==> src/rtl/aud_sclk_pkg.sv <==
package aud_sclk_pkg;

  // Which bit-clock edge launches serial data.
  typedef enum logic {
    LAUNCH_ON_FALL = 1'b0,
    LAUNCH_ON_RISE = 1'b1
  } launch_e;

  // One bit clock with its edge markers, all in the master clock domain.
  typedef struct packed {
    logic level;
    logic rise;
    logic fall;
  } bitclk_t;

  function automatic logic launch_of(input launch_e sel, input bitclk_t b);
    return (sel == LAUNCH_ON_RISE) ? b.rise : b.fall;
  endfunction

  function automatic logic capture_of(input launch_e sel, input bitclk_t b);
    return (sel == LAUNCH_ON_RISE) ? b.fall : b.rise;
  endfunction

endpackage

==> src/rtl/aud_sclk_bitdiv.sv <==
module aud_sclk_bitdiv #(
  parameter int DW = 8
) (
  input  logic          clk,
  input  logic          rst_n,
  input  logic [DW-1:0] cfg_div,
  input  logic          reload_req,
  output logic          bclk,
  output logic          rise_stb,
  output logic          fall_stb
);
  localparam int CW = DW + 1;

  logic [CW-1:0] ratio_q, cnt_q, hi_len, want_ratio, cnt_inc;
  logic          pend_q, wrap;

  always_comb begin
    want_ratio = (cfg_div <= DW'(1)) ? CW'(2) : (CW'(cfg_div) + CW'(1));
    hi_len     = (ratio_q + CW'(1)) >> 1;
    cnt_inc    = cnt_q + CW'(1);
    wrap       = (cnt_inc == ratio_q);
  end

  always_ff @(posedge clk or negedge rst_n) begin
    if (!rst_n) begin
      ratio_q  <= CW'(2);
      cnt_q    <= CW'(1);
      bclk     <= 1'b0;
      rise_stb <= 1'b0;
      fall_stb <= 1'b0;
      pend_q   <= 1'b0;
    end else begin
      rise_stb <= 1'b0;
      fall_stb <= 1'b0;
      if (wrap) begin
        cnt_q    <= '0;
        bclk     <= 1'b1;
        rise_stb <= 1'b1;
        pend_q   <= 1'b0;
        if (pend_q || reload_req) ratio_q <= want_ratio;
      end else begin
        cnt_q  <= cnt_inc;
        pend_q <= pend_q | reload_req;
        if (cnt_inc == hi_len) begin
          bclk     <= 1'b0;
          fall_stb <= 1'b1;
        end
      end
    end
  end

  // rise marker only in the first cycle of a high level
  p_rise_marks_edge_r3: assert property (@(posedge clk) disable iff (!rst_n)
    rise_stb |-> (bclk && !$past(bclk)));
  // fall marker only in the first cycle of a low level
  p_fall_marks_edge_r3: assert property (@(posedge clk) disable iff (!rst_n)
    fall_stb |-> (!bclk && $past(bclk)));
  // the two edges are never marked together
  p_edges_disjoint_r2: assert property (@(posedge clk) disable iff (!rst_n)
    !(rise_stb && fall_stb));
  // the ratio changes only on a rising edge
  p_ratio_at_rise_r9: assert property (@(posedge clk) disable iff (!rst_n)
    !$stable(ratio_q) |-> rise_stb);
  // the level never changes without its marker
  p_level_has_marker_r1: assert property (@(posedge clk) disable iff (!rst_n)
    (bclk != $past(bclk)) |-> (rise_stb || fall_stb));

endmodule

==> src/rtl/aud_sclk_framediv.sv <==
module aud_sclk_framediv #(
  parameter int FW = 9
) (
  input  logic          clk,
  input  logic          rst_n,
  input  logic          step,
  input  logic [FW-1:0] cfg_len,
  output logic          fclk,
  output logic          frame_stb
);
  localparam int SW = FW + 1;

  logic [SW-1:0] span_q, cnt_q, half, want_span, cnt_inc;
  logic          at_end;

  always_comb begin
    want_span = (cfg_len <= FW'(1)) ? SW'(2) : (SW'(cfg_len) + SW'(1));
    half      = span_q >> 1;
    cnt_inc   = cnt_q + SW'(1);
    at_end    = (cnt_inc == span_q);
  end

  always_ff @(posedge clk or negedge rst_n) begin
    if (!rst_n) begin
      span_q    <= SW'(2);
      cnt_q     <= '0;
      fclk      <= 1'b0;
      frame_stb <= 1'b0;
    end else begin
      frame_stb <= 1'b0;
      if (step) begin
        if (at_end) begin
          cnt_q     <= '0;
          fclk      <= 1'b0;
          frame_stb <= 1'b1;
          span_q    <= want_span;
        end else begin
          cnt_q <= cnt_inc;
          fclk  <= (cnt_inc >= half);
        end
      end
    end
  end

  // frame strobe sits on the falling frame edge
  p_stb_on_fall_r5: assert property (@(posedge clk) disable iff (!rst_n)
    frame_stb |-> (!fclk && $past(fclk)));
  // frame strobe follows a launch strobe
  p_stb_after_step_r5: assert property (@(posedge clk) disable iff (!rst_n)
    frame_stb |-> $past(step));
  // the length is replaced only at a boundary
  p_span_at_boundary_r8: assert property (@(posedge clk) disable iff (!rst_n)
    !$stable(span_q) |-> frame_stb);
  // the frame clock moves only after a launch strobe
  p_fclk_moves_on_step_r4: assert property (@(posedge clk) disable iff (!rst_n)
    (fclk != $past(fclk)) |-> $past(step));

endmodule

==> src/rtl/aud_sclk_sync.sv <==
module aud_sclk_sync #(
  parameter int W      = 3,
  parameter int STAGES = 2
) (
  input  logic         clk,
  input  logic         rst_n,
  input  logic [W-1:0] d,
  output logic [W-1:0] q,
  output logic [W-1:0] q_prev
);
  localparam int DEPTH = STAGES + 1;

  logic [W-1:0] st [DEPTH];

  always_ff @(posedge clk or negedge rst_n) begin
    if (!rst_n) st[0] <= '0;
    else        st[0] <= d;
  end

  for (genvar i = 1; i < DEPTH; i++) begin : g_stage
    always_ff @(posedge clk or negedge rst_n) begin
      if (!rst_n) st[i] <= '0;
      else        st[i] <= st[i-1];
    end
  end

  assign q      = st[STAGES-1];
  assign q_prev = st[STAGES];

  // the output level is the previous stage one cycle late
  p_chain_shift_r10: assert property (@(posedge clk) disable iff (!rst_n)
    q_prev == $past(q));

endmodule

==> src/rtl/aud_sclk_gen.sv <==
module aud_sclk_gen
  import aud_sclk_pkg::*;
#(
  parameter int BDIV_W      = 8,
  parameter int FLEN_W      = 9,
  parameter int SYNC_STAGES = 2
) (
  input  logic              clk,
  input  logic              rst_n,
  input  logic              cfg_master,
  input  logic              cfg_launch_rise,
  input  logic [BDIV_W-1:0] cfg_bdiv,
  input  logic [FLEN_W-1:0] cfg_tx_len,
  input  logic [FLEN_W-1:0] cfg_rx_len,
  input  logic              cfg_rx_share,
  input  logic              ext_bclk,
  input  logic              ext_tx_fclk,
  input  logic              ext_rx_fclk,
  output logic              bclk_o,
  output logic              tx_fclk_o,
  output logic              rx_fclk_o,
  output logic              tx_shift_stb,
  output logic              tx_frame_stb,
  output logic              rx_sample_stb,
  output logic              rx_frame_stb
);
  localparam int EXT_W = 3;

  launch_e sel;
  bitclk_t gen_b, ext_b, cur_b;
  logic    gen_launch;
  logic    g_tx_f, g_tx_s, g_rx_f, g_rx_s;
  logic [EXT_W-1:0] ext_q, ext_p;
  logic    e_tx_f, e_tx_s, e_rx_f, e_rx_s;
  logic    own_rx_f, own_rx_s;

  assign sel = launch_e'(cfg_launch_rise);

  // Generated bit clock
  aud_sclk_bitdiv #(.DW(BDIV_W)) u_bitdiv (
    .clk        (clk),
    .rst_n      (rst_n),
    .cfg_div    (cfg_bdiv),
    .reload_req (g_tx_s),
    .bclk       (gen_b.level),
    .rise_stb   (gen_b.rise),
    .fall_stb   (gen_b.fall)
  );

  assign gen_launch = launch_of(sel, gen_b);

  // Generated frame clocks, one per direction
  aud_sclk_framediv #(.FW(FLEN_W)) u_tx_frame (
    .clk       (clk),
    .rst_n     (rst_n),
    .step      (gen_launch),
    .cfg_len   (cfg_tx_len),
    .fclk      (g_tx_f),
    .frame_stb (g_tx_s)
  );

  aud_sclk_framediv #(.FW(FLEN_W)) u_rx_frame (
    .clk       (clk),
    .rst_n     (rst_n),
    .step      (gen_launch),
    .cfg_len   (cfg_rx_len),
    .fclk      (g_rx_f),
    .frame_stb (g_rx_s)
  );

  // External clocks brought into the master clock domain
  aud_sclk_sync #(.W(EXT_W), .STAGES(SYNC_STAGES)) u_ext_sync (
    .clk    (clk),
    .rst_n  (rst_n),
    .d      ({ext_rx_fclk, ext_tx_fclk, ext_bclk}),
    .q      (ext_q),
    .q_prev (ext_p)
  );

  always_comb begin
    ext_b.level = ext_q[0];
    ext_b.rise  = ext_q[0] & ~ext_p[0];
    ext_b.fall  = ~ext_q[0] & ext_p[0];
    e_tx_f      = ext_q[1];
    e_tx_s      = ~ext_q[1] & ext_p[1];
    e_rx_f      = ext_q[2];
    e_rx_s      = ~ext_q[2] & ext_p[2];
  end

  // Output selection
  always_comb begin
    cur_b         = cfg_master ? gen_b : ext_b;
    bclk_o        = cur_b.level;
    tx_shift_stb  = launch_of(sel, cur_b);
    rx_sample_stb = capture_of(sel, cur_b);
    tx_fclk_o     = cfg_master ? g_tx_f : e_tx_f;
    tx_frame_stb  = cfg_master ? g_tx_s : e_tx_s;
    own_rx_f      = cfg_master ? g_rx_f : e_rx_f;
    own_rx_s      = cfg_master ? g_rx_s : e_rx_s;
    rx_fclk_o     = cfg_rx_share ? tx_fclk_o : own_rx_f;
    rx_frame_stb  = cfg_rx_share ? tx_frame_stb : own_rx_s;
  end

  // launch and capture strobes never coincide
  p_launch_capture_disjoint_r2: assert property (@(posedge clk) disable iff (!rst_n)
    !(tx_shift_stb && rx_sample_stb));
  // with a steady mode, a launch strobe sits on a bit-clock change
  p_launch_on_change_r3: assert property (@(posedge clk) disable iff (!rst_n)
    ($stable(cfg_master) && tx_shift_stb) |-> (bclk_o != $past(bclk_o)));
  // in steady master mode the transmit frame strobe follows a launch strobe
  p_frame_after_launch_r5: assert property (@(posedge clk) disable iff (!rst_n)
    (cfg_master && $stable(cfg_master) && $stable(cfg_launch_rise) && tx_frame_stb)
      |-> $past(tx_shift_stb));

endmodule

==> config.mk <==
export PLATFORM = sky130hd
export DESIGN_NAME = aud_sclk_gen
export DESIGN_NICKNAME = d
export VERILOG_FILES = /design/src/rtl/aud_sclk_pkg.sv /design/src/rtl/aud_sclk_bitdiv.sv /design/src/rtl/aud_sclk_framediv.sv /design/src/rtl/aud_sclk_sync.sv /design/src/rtl/aud_sclk_gen.sv
export SDC_FILE = /design/constraint.sdc
export NUM_CORES = 1
export LEC_CHECK = 0
export CORE_AREA = 5 5 113 115
export DETAILED_ROUTE_END_ITERATION = 8
export DIE_AREA = 0 0 118 120
export GPL_TIMING_DRIVEN = 1
export PLACE_DENSITY = 0.68
export SYNTH_ARGS = -nofsm -noshare
export SYNTH_HDL_FRONTEND = slang
export SYNTH_HIERARCHICAL = 1
export SYNTH_SLANG_ARGS = --single-unit
export TNS_END_PERCENT = 50
==> constraint.sdc <==
create_clock -name clk -period 2.96 [get_ports clk]
set_input_delay 0.444 -clock clk [delete_from_list [all_inputs] [get_ports clk]]
set_output_delay 0.444 -clock clk [all_outputs]
set_load 0.01 [all_outputs]
==> flow_summary.ini, run 1 <==
[logic_synthesis]
postSynthAreaPerCell_sq_um = 9.65
yosysSeqAreaShare = 0.333
synth_fa_ha_area_frac = 0.0642
synth_cells = 586
synth-compound-area-share = 0.139
synthXorXnorAreaFrac = 0.138
muxShareOfSynthArea = 0.0748
synthSimpleGateAreaFrac = 0.193
synth_top_family_by_area = simple AND/OR/NAND/NOR gates
synth_seq_cells = 75
yosys.cell_types.count = 81
ys.flop_type = dfrtp_1
synth_area_sq_mm = 0.00565
async_flop_share = 1.00
syn_nets = 649
synth_edf_count = 0
yosys_warnings = 6

[critical_path]
slowest_delay_ns = 0.57
path_buf_inv = 2
worstRegToRegCells = 7
endpoint_kind = primary output
cpMaxStageDelayCell = clkdlybuf4s50_1
crit_type = in -> out
worstSetupStartpointType = input pin
critPathMostFrequentCell = clkdlybuf4s50_1
r2r-start = u_bitdiv/cnt_q[0]$_DFF_PN1_
r2r_setup_slack_ns = 0.26
endpoint = rx_sample_stb
cp_cell_sequence = clkdlybuf4s50_1, or3b_2, a32oi_1, clkdlybuf4s50_1
cp_max_fo = 9
critPathRequiredTime_ns = 2.52
path_depth = 4
rr_endpoint = u_bitdiv/ratio_q[7]$_DFFE_PN0P_
critPathTopFamily = buffers and inverters
crit_arrival_ns = 2.33
critPathLaunch = cfg_master

[floorplanning]
die-area_sq_mm = 0.0142
pin_count = 41
die_w_um = 118
row_count = 40
start_util = 0.483
die_height_um = 120
core_area_sq_mm = 0.0117

[placement]
routabilityCongestion = 0.917
portBuffers = 40
dp_slack_ns = 0.218
place_inst = 750
detailed_place_hpwl_um = 9190

[final_layout]
n_fill_cell = 1067
stdcell_count = 766
num-nets-final = 677
syn_to_final_growth_pct = 13.7
antenna_cells = 0
drive_gt1_frac = 0.111

[detailed_routing]
viasPerCell = 5.70
drt.antenna.violating_nets = 0
dr.pass1.iters = 4
drc_errors = 0
wl_per_cell_um = 15.7
drt_iter0_drc = 212
wl_um = 12100
via_count = 4365

[clock_tree]
insertion_delay_ns = 0.34
cts.path.max_buffers = 2
cts_inserted_buffers = 9
cts_tree = built
cts-root-buf = clkbuf_16
ctsResizeCount = 0
cts_hold_buf = 0
cts_post_setup_buffers_inserted = 0
clkSlewWorstSetupHoldPaths_ns = 0.06
cts.sinks = 75
h-tree-depth = 3

[power_and_ir_drop]
leakage_nw = 2.78
power.density_mw_per_mm2 = 432
peakVddDrop_mv = 0.348

[grt]
grt_usage = 0.175
grt_overflow = 0
grt_pass1_wl_um = 20200
antenna_found_initial = 0
grt_pass1_vias = 4191
grt_max_degree = 76

[sta]
timing.final.ws_setup_ns = 0.187
finalMaxSlewViolations = 0
slew_headroom = 0.381
period_minus_slack_ns = 2.77
tightest_slew_ns = 0.928
finalCritPeriodShare = 0.937
setup_viol = 0
clock.fmax_ghz = 0.361
rsz0062_at_grt = no
finalClockSkew_ns = 0.00871
tns_ns = 0
finalHoldViolCount = 0

[flow_run]
drv_cap = 0

[outcome]
status = finished, final reports clean

[min_path]
min_path_type = in -> async
==> logic make-up (layout without fill, tap and decap cells) <==
family                   count (synthesis)  count (layout)
flip-flops                              75              75
XOR/XNOR                                81              81
multiplexers                            37              37
adder cells (fa/ha/maj)                 29              29
buffers and inverters                   68             101
AND/OR/NAND/NOR                        195             195
AO/OA/AOI/OAI                          101             101
==> state kept, by name, summed over array words and instances (netlist names), 3 cells and up <==
| register | count |
|---|---|
| u_tx_frame/span_q | 10 |
| u_bitdiv/ratio_q | 9 |
| u_ext_sync/st | 3 |
| u_ext_sync/q_prev | 3 |
| u_tx_frame/cnt_q | 10 |
| u_rx_frame/cnt_q | 10 |
| u_bitdiv/cnt_q | 9 |
| u_rx_frame/span_q | 10 |
| u_ext_sync/q | 3 |
==> stage by stage <==
stage / hold WS (ns) / power, mW / cell area, sq um / utilization
finish: 0.229 / 2.78 / 6430 / 0.549
floorplan: 0.148 / 1.49 / 5650 / -
detailed placement: 0.346 / 1.67 / 6120 / 0.523
global placement: 0.337 / 1.65 / 6120 / 0.523
CTS: 0.289 / 2.82 / 6430 / 0.549
global route: 0.342 / 2.93 / 6430 / 0.549
==> how the worst min path moves through the flow <==
stage | from | endpoint | slack, ns | depth (start not counted)
floorplan | rst_n | u_bitdiv/bclk$_DFFE_PN0P_ | 0.15 | 0
global placement | u_ext_sync/st[7]$_DFF_PN0_ | u_ext_sync/q[1]$_DFF_PN0_ | 0.34 | 0
detailed placement | u_ext_sync/st[8]$_DFF_PN0_ | u_ext_sync/q[2]$_DFF_PN0_ | 0.35 | 0
CTS | rst_n | u_bitdiv/ratio_q[8]$_DFFE_PN0P_ | 0.29 | 1
global route | rst_n | u_bitdiv/ratio_q[8]$_DFFE_PN0P_ | 0.34 | 1
finish | rst_n | u_bitdiv/cnt_q[8]$_DFF_PN0_ | 0.23 | 1
==> placed cells by master (no fill, tap or decap), types with 6 or more instances in the layout <==
master and count:
xnor2_1 45, nand4_1 12, o211ai_1 6, inv_1 34
and2_1 7, o21ai_0 13, nor2b_1 8, buf_4 12
ha_1 29, clkdlybuf4s50_1 39, mux2_2 12, mux2i_1 19
nand2b_1 6, nand3_1 33, nor2_1 41, xor2_1 31
clkbuf_16 9, nor3_1 12, and3_1 9, a21o_1 8
nand2_1 31, nor4_1 6, a21oi_1 13, dfrtp_1 71
==> routing by layer <==
metal / share of wire / GRT usage / vias to the layer above
li1: - / - / 2169
met1: 0.45 / 0.223 / 2087
met2: 0.49 / 0.290 / 88
met3: 0.035 / 0.0377 / 21
met4: 0.022 / 0.0688 / 0
met5: 0 / 0 / -
==> synthesized netlist by cell type, drive strengths merged, types with 4 or more instances <==
| cell type | instances | area (sq um) |
|---|---|---|
| dfrtp | 71 | 1780 |
| a21o | 8 | 60.1 |
| nor4 | 8 | 80.1 |
| nand2b | 6 | 37.5 |
| nor2 | 42 | 165 |
| nand4 | 13 | 87.6 |
| ha | 29 | 363 |
| xor2 | 31 | 272 |
| xnor2 | 45 | 394 |
| nand2 | 31 | 116 |
| o211ai | 6 | 45.0 |
| and2 | 7 | 43.8 |
| or3b | 4 | 37.5 |
| or4 | 4 | 30.0 |
| dfstp | 4 | 105 |
| xnor3 | 4 | 90.1 |
| buf | 27 | 173 |
| clkbuf | 7 | 26.3 |
| or3 | 4 | 25.0 |
| o21ai | 14 | 70.1 |
| a31o | 4 | 35.0 |
| mux2i | 19 | 190 |
| o21a | 4 | 30.0 |
| and4 | 5 | 47.6 |
| and3 | 11 | 75.1 |
| inv | 34 | 128 |
| a21oi | 13 | 65.1 |
| o31ai | 5 | 37.5 |
| a221o | 5 | 50.1 |
| nand3 | 35 | 193 |
| nor2b | 8 | 50.1 |
| mux2 | 17 | 206 |
| nor3 | 13 | 76.3 |
==> final cells by class <==
class / count / area [sq um] / share of cell area
Timing Repair Buffer: 51 / 480 / 0.0748
Clock inverter: 7 / 82.6 / 0.0128
Tap cell: 147 / 184 / 0.0286
Sequential cell: 75 / 1880 / 0.293
Clock buffer: 9 / 225 / 0.0350
Multi-Input combinational cell: 443 / 3450 / 0.536
Inverter: 34 / 128 / 0.0199
==> power by group <==
part           internal, mW  switching [mW]  total [mW]
clock                 0.667           0.458        1.12
combinational         0.261           0.272       0.532
sequential             1.06          0.0588        1.12
total                  1.99           0.788        2.78
No activity file was read; power rests on OpenSTA's default activity.
==> inputs of run 2 (changes only) <==
--- a/config.mk
+++ b/config.mk
@@ -10,6 +10,7 @@
 export DIE_AREA = 0 0 118 120
 export GPL_TIMING_DRIVEN = 1
 export PLACE_DENSITY = 0.68
+export RECOVER_POWER = 50
 export SYNTH_ARGS = -nofsm -noshare
 export SYNTH_HDL_FRONTEND = slang
 export SYNTH_HIERARCHICAL = 1
==> flow_summary.ini, run 2 (synthesized netlist as in run 1, its figures left out) <==
[sta]
clock.fmax_ghz = 0.361
finalMaxSlewViolations = 76
slew_headroom = -0.219
rsz0062_at_grt = no
hold_ws_ns = 0.360
period_minus_slack_ns = 2.77
tns_ns = 0
finalHoldViolCount = 0
tightest_slew_ns = 1.83
setup_viol = 0
finalCritPeriodShare = 0.937
timing.final.ws_setup_ns = 0.187
finalClockSkew_ns = 0.00870

[critical_path]
cp_max_fo = 9
endpoint_kind = primary output
critPathRequiredTime_ns = 2.52
worstSetupStartpointType = input pin
crit_arrival_ns = 2.33
crit_type = in -> out

[power_and_ir_drop]
leakage_nw = 2.78
peakVddDrop_mv = 0.348
power.density_mw_per_mm2 = 432

[placement]
detailed_place_hpwl_um = 9190
routabilityCongestion = 0.917
dp_slack_ns = 0.218
portBuffers = 40

[final_layout]
n_fill_cell = 1068
mostFrequentLayoutCell = dfrtp_1
antenna_cells = 0
drive_gt1_frac = 0.111
mostFrequentLayoutCells = 71 x dfrtp_1, 45 x xnor2_1, 41 x nor2_1
num-nets-final = 677
syn_to_final_growth_pct = 13.6

[clock_tree]
cts-root-buf = clkbuf_16
cts_inserted_buffers = 9
cts.sinks = 75
insertion_delay_ns = 0.34
cts.path.max_buffers = 2
cts_tree = built
cts_hold_buf = 0
cts_post_setup_buffers_inserted = 0
h-tree-depth = 3
clkSlewWorstSetupHoldPaths_ns = 0.06
ctsResizeCount = 0

[grt]
grt_pass1_wl_um = 20200
grt_overflow = 0
grt_max_degree = 76
antenna_found_initial = 0
grt_pass1_vias = 4191
grt_usage = 0.175

[outcome]
status = complete, but fails checks
violations = max-capacitance violations, max-slew violations

[detailed_routing]
wl_per_cell_um = 15.8
viasPerCell = 5.69
drt_iter0_drc = 216
via_count = 4355
wl_um = 12100
drt.antenna.violating_nets = 0
drc_errors = 0
dr.pass1.iters = 4

[floorplanning]
die_height_um = 120
row_count = 40
start_util = 0.483
die_w_um = 118
core_area_sq_mm = 0.0117
pin_count = 41
die-area_sq_mm = 0.0142

[min_path]
min_path_type = reg -> reg

[flow_run]
drv_cap = 1
## run 2: cell count changes in the layout (fill, tap and decap cells not counted)
cell	change
buf_4	-1
clkbuf_2	+1
dlygate4sd3_1	+3
clkdlybuf4s50_1	-3
## run 2: through the flow
step                       util  power [mW]  area, sq um  instances
final                     0.549        2.77         6420        766
after global routing      0.549        2.93         6420        766
after CTS                 0.549        2.82         6430        766
after detailed placement  0.523        1.67         6120        750
after global placement    0.523        1.65         6120        750
after floorplan               -        1.49         5650        586
## run 2: power by group
part / internal (mW) / switching, mW
Combinational: 0.260 / 0.271
Sequential: 1.06 / 0.0588
Clock: 0.667 / 0.458
Total: 1.99 / 0.788
## run 2: worst paths after layout
kind / to / slack [ns] / from / depth (start not counted)
worst max-delay path: rx_sample_stb / 0.19 / cfg_master / 4
worst min-delay path: u_ext_sync/q[2]$_DFF_PN0_ / 0.36 / u_ext_sync/st[8]$_DFF_PN0_ / 0
worst max register to register: u_bitdiv/ratio_q[7]$_DFFE_PN0P_ / 0.26 / u_bitdiv/cnt_q[0]$_DFF_PN1_ / 7
worst min register to register: u_ext_sync/q[2]$_DFF_PN0_ / 0.36 / u_ext_sync/st[8]$_DFF_PN0_ / 0
max in group asynchronous: u_rx_frame/cnt_q[9]$_DFFE_PN0P_ / 1.28 / rst_n / 1
min in group asynchronous: u_bitdiv/cnt_q[8]$_DFF_PN0_ / 0.58 / rst_n / 1
## run 2: worst max-delay path, cell delays in order
cell,delay (ns)
clkdlybuf4s50_1,0.56
or3b_2,0.53
a32oi_1,0.23
clkdlybuf4s50_1,0.57
## run 2: final cells by class
type | instances | area [sq um] | area share
Clock buffer | 9 | 225 | 0.0351
Clock inverter | 7 | 82.6 | 0.0129
Inverter | 34 | 128 | 0.0199
Multi-Input combinational cell | 443 | 3450 | 0.536
Sequential cell | 75 | 1880 | 0.293
Tap cell | 147 | 184 | 0.0286
Timing Repair Buffer | 51 | 478 | 0.0744
## run 2: layer usage
metal  GRT usage  wire length, um  vias to the layer above
li1            -                -                     2170
met1       0.223             5470                     2080
met2       0.290             5920                       84
met3      0.0377              426                       21
met4      0.0688              261                        0
met5           0                0                        -
